$ cat src/rtl/ref_conv_pkg.sv
package ref_conv_pkg;
  localparam int CODE_W = 8;
  typedef logic [CODE_W-1:0] code_t;
  localparam code_t CODE_FULL = '1;
endpackage

$ cat src/rtl/duty_period_meter.sv
module duty_period_meter #(
  parameter int TIMEOUT_CYC = 6000,
  parameter int CNT_W = $clog2(TIMEOUT_CYC + 1)
) (
  input  logic             clk,
  input  logic             rst_n,
  input  logic             en,
  input  logic             pin,
  output logic             samp_vld,
  output logic [CNT_W-1:0] samp_hi,
  output logic [CNT_W-1:0] samp_per,
  output logic             snap
);
  localparam logic [CNT_W-1:0] TMO = CNT_W'(TIMEOUT_CYC);

  logic             pin_d;
  logic             armed;
  logic [CNT_W-1:0] per_cnt;
  logic [CNT_W-1:0] hi_cnt;
  logic             rise;

  assign rise = pin & ~pin_d;

  always_ff @(posedge clk or negedge rst_n) begin
    if (!rst_n) begin
      pin_d    <= 1'b0;
      armed    <= 1'b0;
      per_cnt  <= '0;
      hi_cnt   <= '0;
      samp_vld <= 1'b0;
      samp_hi  <= '0;
      samp_per <= '0;
      snap     <= 1'b0;
    end else begin
      pin_d    <= pin;
      samp_vld <= 1'b0;
      snap     <= 1'b0;
      if (!en) begin
        armed   <= 1'b0;
        per_cnt <= '0;
        hi_cnt  <= '0;
      end else if (rise) begin
        samp_vld <= armed;
        samp_hi  <= hi_cnt;
        samp_per <= per_cnt;
        armed    <= 1'b1;
        per_cnt  <= CNT_W'(1);
        hi_cnt   <= CNT_W'(1);
      end else if (per_cnt < TMO) begin
        per_cnt <= per_cnt + CNT_W'(1);
        hi_cnt  <= hi_cnt + CNT_W'(pin);
        if (per_cnt == TMO - CNT_W'(1)) begin
          armed <= 1'b0;
          snap  <= pin;
        end
      end
    end
  end

  AST_HI_BELOW_PERIOD: assert property (@(posedge clk) disable iff (!rst_n)
    samp_vld |-> (samp_hi < samp_per));
  AST_NO_SAMPLE_WHEN_OFF: assert property (@(posedge clk) disable iff (!rst_n)
    !en |=> !samp_vld && !snap);
endmodule

$ cat src/rtl/duty_ratio_divider.sv
module duty_ratio_divider
  import ref_conv_pkg::*;
#(
  parameter int CNT_W = 13
) (
  input  logic             clk,
  input  logic             rst_n,
  input  logic             start,
  input  logic [CNT_W-1:0] num,
  input  logic [CNT_W-1:0] den,
  output logic             done,
  output code_t            quo
);
  localparam int IT_W = $clog2(CODE_W + 1);
  localparam int PW   = CNT_W + CODE_W + 1;

  logic             busy;
  logic [IT_W-1:0]  bits_left;
  logic [CNT_W:0]   rem;
  logic [CNT_W-1:0] den_q;
  logic [CNT_W-1:0] num_q;
  logic [CNT_W:0]   rem2;
  logic             fits;

  always_comb begin
    rem2 = {rem[CNT_W-1:0], 1'b0};
    fits = rem2 >= {1'b0, den_q};
  end

  always_ff @(posedge clk or negedge rst_n) begin
    if (!rst_n) begin
      busy      <= 1'b0;
      bits_left <= '0;
      rem       <= '0;
      den_q     <= '0;
      num_q     <= '0;
      quo       <= '0;
      done      <= 1'b0;
    end else begin
      done <= 1'b0;
      if (!busy) begin
        if (start) begin
          rem       <= {1'b0, num};
          den_q     <= den;
          num_q     <= num;
          quo       <= '0;
          bits_left <= IT_W'(CODE_W);
          busy      <= 1'b1;
        end
      end else begin
        rem       <= fits ? (rem2 - {1'b0, den_q}) : rem2;
        quo       <= {quo[CODE_W-2:0], fits};
        bits_left <= bits_left - IT_W'(1);
        if (bits_left == IT_W'(1)) begin
          busy <= 1'b0;
          done <= 1'b1;
        end
      end
    end
  end

  logic [PW-1:0] scaled, prod_lo, prod_hi;
  always_comb begin
    scaled  = PW'(num_q) << CODE_W;
    prod_lo = PW'(quo) * PW'(den_q);
    prod_hi = prod_lo + PW'(den_q);
  end

  AST_QUOT_BOUND: assert property (@(posedge clk) disable iff (!rst_n)
    done |-> (prod_lo <= scaled) && (scaled < prod_hi));
endmodule

$ cat src/rtl/ref_smooth_iir.sv
module ref_smooth_iir
  import ref_conv_pkg::*;
#(
  parameter int FILT_SHIFT = 2
) (
  input  logic  clk,
  input  logic  rst_n,
  input  logic  en,
  input  logic  meas_vld,
  input  code_t meas,
  input  logic  snap,
  output code_t state_q,
  output logic  upd
);
  code_t nxt;

  generate
    if (FILT_SHIFT == 0) begin : g_direct
      assign nxt = meas;
    end else begin : g_iir
      logic signed [CODE_W:0] diff, step;
      always_comb begin
        diff = $signed({1'b0, meas}) - $signed({1'b0, state_q});
        step = diff >>> FILT_SHIFT;
        nxt  = code_t'($unsigned($signed({1'b0, state_q}) + step));
      end
    end
  endgenerate

  always_ff @(posedge clk or negedge rst_n) begin
    if (!rst_n) begin
      state_q <= CODE_FULL;
      upd     <= 1'b0;
    end else begin
      upd <= 1'b0;
      if (en && snap) begin
        state_q <= CODE_FULL;
        upd     <= 1'b1;
      end else if (en && meas_vld) begin
        state_q <= nxt;
        upd     <= 1'b1;
      end
    end
  end

  AST_SNAP_FULL: assert property (@(posedge clk) disable iff (!rst_n)
    en && snap |=> (state_q == CODE_FULL) && upd);
  AST_QUIET_HOLD: assert property (@(posedge clk) disable iff (!rst_n)
    !(en && (snap || meas_vld)) |=> $stable(state_q) && !upd);
  AST_STEP_BETWEEN: assert property (@(posedge clk) disable iff (!rst_n)
    en && meas_vld && !snap |=>
      (($past(meas) >= $past(state_q)) ?
        (state_q >= $past(state_q) && state_q <= $past(meas)) :
        (state_q <= $past(state_q) && state_q >= $past(meas))));
endmodule

$ cat src/rtl/pwm_duty_ref.sv
module pwm_duty_ref
  import ref_conv_pkg::*;
#(
  parameter int TIMEOUT_CYC = 6000,
  parameter int FILT_SHIFT  = 2
) (
  input  logic              clk,
  input  logic              rst_n,
  input  logic              pwm_in,
  input  logic              mode_en,
  output logic              ref_valid,
  input  logic              ref_ready,
  output logic [CODE_W-1:0] ref_data
);
  localparam int CNT_W = $clog2(TIMEOUT_CYC + 1);

  logic             samp_vld, snap, div_done, filt_upd;
  logic [CNT_W-1:0] samp_hi, samp_per;
  code_t            div_q, filt_q;

  duty_period_meter #(.TIMEOUT_CYC(TIMEOUT_CYC), .CNT_W(CNT_W)) u_meter (
    .clk(clk), .rst_n(rst_n), .en(mode_en), .pin(pwm_in),
    .samp_vld(samp_vld), .samp_hi(samp_hi), .samp_per(samp_per), .snap(snap)
  );

  duty_ratio_divider #(.CNT_W(CNT_W)) u_div (
    .clk(clk), .rst_n(rst_n), .start(samp_vld), .num(samp_hi),
    .den(samp_per), .done(div_done), .quo(div_q)
  );

  ref_smooth_iir #(.FILT_SHIFT(FILT_SHIFT)) u_filt (
    .clk(clk), .rst_n(rst_n), .en(mode_en), .meas_vld(div_done),
    .meas(div_q), .snap(snap), .state_q(filt_q), .upd(filt_upd)
  );

  always_ff @(posedge clk or negedge rst_n) begin
    if (!rst_n) begin
      ref_valid <= 1'b0;
      ref_data  <= CODE_FULL;
    end else if (filt_upd && (!ref_valid || ref_ready)) begin
      ref_valid <= 1'b1;
      ref_data  <= filt_q;
    end else if (ref_ready) begin
      ref_valid <= 1'b0;
    end
  end

  AST_HOLD_STALL: assert property (@(posedge clk) disable iff (!rst_n)
    ref_valid && !ref_ready |=> ref_valid && $stable(ref_data));
  AST_IDLE_CMD: assert property (@(posedge clk) disable iff (!rst_n)
    !mode_en && !ref_valid |=> !ref_valid);
endmodule

$ cat config.mk
export PLATFORM = sky130hd
export DESIGN_NAME = pwm_duty_ref
export DESIGN_NICKNAME = d
export VERILOG_FILES = /design/src/rtl/ref_conv_pkg.sv /design/src/rtl/duty_period_meter.sv /design/src/rtl/duty_ratio_divider.sv /design/src/rtl/ref_smooth_iir.sv /design/src/rtl/pwm_duty_ref.sv
export SDC_FILE = /design/constraint.sdc
export NUM_CORES = 1
export LEC_CHECK = 0
export BUFFER_PORTS_ARGS = -buffer_cell sky130_fd_sc_hd__buf_2
export CAP_MARGIN = 0
export CORE_MARGIN = 2
export CORE_UTILIZATION = 59
export CTS_BUF_LIST = sky130_fd_sc_hd__clkbuf_8
export CTS_CLUSTER_DIAMETER = 40
export DETAILED_ROUTE_END_ITERATION = 6
export PLACE_DENSITY = 0.77
export SLEW_MARGIN = 20
export SYNTH_ARGS = -nofsm -noshare
export SYNTH_HDL_FRONTEND = slang
export SYNTH_SLANG_ARGS = --single-unit
$ cat constraint.sdc
create_clock -name clk -period 3.5 [get_ports clk]
set_clock_uncertainty 0.15 [all_clocks]
set_input_delay 0.175 -clock clk [delete_from_list [all_inputs] [get_ports clk]]
set_output_delay 0.175 -clock clk [all_outputs]
set_load 0.01 [all_outputs]
==> results by group <==
STA
  • Worst slew pin tran: 0.859 ns
  • Tcrit/Tclk final: a little over nine tenths
  • Achievable Freq: 297 MHz
  • Slew HR: between 40% and 50%
  • Final setup viols: 0
  • Post-route minimum period: approximately 3.4 ns
  • Final Hold Fails: 0
  • Final max-slew violation count: 0

Power
  • Overall Power: approximately 6.4 mW
  • LEAKAGE: approximately 3.0 nW
  • Worst IR drop on VDD: 0.545 mV
  • Pwr dens: between 900 and 1000 nW/um^2

Global routing
  • First-pass GRT wire length: around 22 mm
  • Tot GR Track Use: about a quarter
  • Overflow after GRT: 0
  • Largest net degree at the start of global routing: 67
  • Vias in the first global route: around 4600
  • Initial antenna violation count: 0

Critical path
  • Slack of the worst reg-to-reg path: approximately 0.13 ns
  • Startpoint Class: register
  • WP data required: between 3 and 4 ns
  • Crit-path cells: inv_1 -> ha_4 -> a21o_1 -> a31o_2 -> a21oi_4 -> inv_1 -> a21oi_2 -> xnor2_1 -> ha_2 -> o21ai_2 -> a21oi_2 -> o41ai_2 -> buf_4 -> buf_4 -> xnor2_1 -> a211oi_1
  • Worst EP arrival: 3.56 ns
  • Crit Path Max Fanout: 3
  • Critical path's slowest cell: dfstp_2
  • CP Capture Type: register
  • Top delay family on crit path: compound AO/OA/AOI/OAI gates
  • Buf/Inv on CP: 4
  • Max stage delay on crit path: approximately 0.56 ns
  • Kind of critical path: register to register

Run status
  • Status: finished clean

Logic synthesis
  • Synth Instances: between 600 and 700
  • Largest family of logic cells by synthesized area: compound AO/OA/AOI/OAI gates
  • Netlist cell types: between 50 and 60
  • Post-synth top area share: about two fifths
  • Most common cell in the netlist: dfrtp_1
  • Post-synthesis adder-cell area fraction: under 10%
  • Seq/Total Area, Yosys: 47.1%
  • #FFs+latches synth: 114
  • Ranking of synthesized cells by area: dfrtp_1 (40%), ha_1 (7.0%), dfstp_2 (6.9%)
  • Post-synth ARST share: 100%
  • Compound-gate portion of the synthesized area: between 10% and 20%
  • Synth cell count leaders: dfrtp_1 (98), nand2_1 (67), o21ai_0 (44)
  • Post-synth EDFFs: 0
  • YS warnings: 0
  • Post-synthesis mux area share: 5.91%
  • Syn Area/Cell: 10.0 sq um
  • Mapped Area: approximately 6000 sq um
  • Largest area contributor in the netlist: dfrtp_1
  • Most used DFF post-synth: dfrtp_1
  • Post-Synth Simple-Gate Area: 13.9%
  • Syn nets: about 650
  • Post-Synth XOR/XNOR Area: under 10%

Detailed routing
  • DR pass1 iterations: 5
  • Drt total wl: approximately 13 mm
  • WL per Instance: 16.6 um
  • DR vias/cell: slightly below 6
  • DRC: 0
  • Remaining antenna violation count: 0
  • Initial DRC count: around 260
  • Via Count: between 4000 and 5000

Clock network
  • TritonCTS clock tree: built
  • Clk sinks: approximately 110
  • H-tree depth: 4
  • Latest clock arrival within the worst-skew pair: about 0.43 ns
  • Max Buffers Root-to-Sink: 2
  • CTS Buf Count: 17
  • CTS root buf: clkbuf_8
  • Reg clk slew, reported paths: approximately 0.07 ns

Placed design
  • GP Congestion: about 0.83
  • Detailed placement HPWL: around 8.9 mm
  • Port Buffer Count: 13
  • Cell Count Post-Placement: 743

Final layout
  • Syn-to-layout area delta: 12.7%
  • Share of layout cells above drive strength 1: 18.1%
  • Ant. Diodes: 0
  • Non-filler instance count after layout: roughly 780
  • Nets: between 600 and 700

Die
  • Std-Cell Rows: 37
  • Die width: roughly 110 um
  • DIE HEIGHT: about 110 um
  • Die area: between 10000 and 15000 sq um
  • Core Area: between 10000 and 15000 sq um
  • I/O Pins: 14
  • Initial Utilization: about three fifths

Min path
  • Tightest Hold Check Type: input port to asynchronous set/reset pin

Job
  • Max_cap viols: 0
-- cell families (layout without fill, tap and decap cells) --
kind of cell,count (synthesis),in the layout
AND/OR/NAND/NOR,182,182
XOR/XNOR,44,44
adder cells (fa/ha/maj),36,36
AO/OA/AOI/OAI,144,144
multiplexers,33,33
buffers and inverters,57,93
flip-flops,114,114
-- worst register-to-register path, cell delays in order, from the launching register on --
cell and delay, ns:
dfstp_2 0.56, inv_1 0.09, ha_4 0.23, a21o_1 0.17, a31o_2 0.26, a21oi_4 0.16, inv_1 0.09, a21oi_2 0.16
xnor2_1 0.15, ha_2 0.32, o21ai_2 0.14, a21oi_2 0.06, o41ai_2 0.21, buf_4 0.16, buf_4 0.10, xnor2_1 0.06
a211oi_1 0.21
-- flip-flops by register name (all words and copies together) (netlist names), 4 cells and up --
signal / flops
ref_data: 8
u_div.bits_left: 4
u_div.den_q: 13
u_div.quo: 8
u_div.rem: 13
u_filt.state_q: 8
u_meter.hi_cnt: 13
u_meter.per_cnt: 13
u_meter.samp_hi: 13
u_meter.samp_per: 13
-- cell usage in the layout, fill, tap and decap left out, types with 13 or more instances in the layout --
cell type / count
nor2_1: 40
nand3_1: 19
dfstp_2: 16
o21ai_0: 43
nand2_1: 67
xor2_1: 16
dfrtp_1: 98
inv_1: 36
nor3_1: 13
xnor2_1: 28
ha_1: 32
a21oi_1: 26
clkbuf_8: 20
mux2_2: 24
-- routing by layer --
metal / track usage, % / part of all wire (%)
met1: 31.7 / 44
met2: 41.5 / 50
met3: 5.07 / 3.0
met4: 11.5 / 3.0
met5: 0 / 0
-- stage by stage --
stage	hold slack [ns]	setup WS (ns)	utilization, %	TNS, ns	area (sq um)
final	0.248	0.131	67.4	0	6870
after detailed placement	0.191	-0.0724	61.7	-0.0724	6290
after floorplan	-0.271	0.126	-	0	6100
after global routing	0.287	-0.0201	67.4	-0.0367	6870
after CTS	0.264	0.0129	66.9	0	6820
after global placement	0.181	0.0534	61.7	0	6290
-- path summary, 6_finish.rpt --
| kind | from | end | cells after the start |
|---|---|---|---|
| min reg2reg | ref_data[6] | ref_data[6] | 2 |
| min | rst_n | u_div.bits_left[1] | 2 |
| min in group clk | pwm_in | u_meter.pin_d | 2 |
| max in group asynchronous | rst_n | u_meter.per_cnt[1] | 3 |
| max reg2reg | u_filt.state_q[2] | u_filt.state_q[7] | 16 |
| max | u_filt.state_q[2] | u_filt.state_q[7] | 16 |
-- power by group --
part | switching, mW | leakage [nW] | internal [mW] | total, mW
combinational | 1.71 | 1.31 | 1.39 | 3.10
clock | 0.531 | 0.245 | 0.896 | 1.43
sequential | 0.216 | 1.47 | 1.62 | 1.84
-- final cells by class --
type	count	area, sq um
Inverter	35	131
Multi-Input combinational cell	439	3060
Fill cell	799	3320
Tap cell	136	170
Clock inverter	12	186
Clock buffer	20	275
Sequential cell	114	2870
Timing Repair Buffer	26	175
-- repair_timing --
item | 4_1_cts | 5_1_grt
pin swaps | 3 | 5
endpoints found under the setup margin | 1 | 2
buffers inserted | 2 | 1
gates resized for setup | 4 | 7
hold buffers | 4 | 0
cloned | 0 | 0
hold endpoints to repair | 67 | 0
No activity file was read; power rests on OpenSTA's default activity.
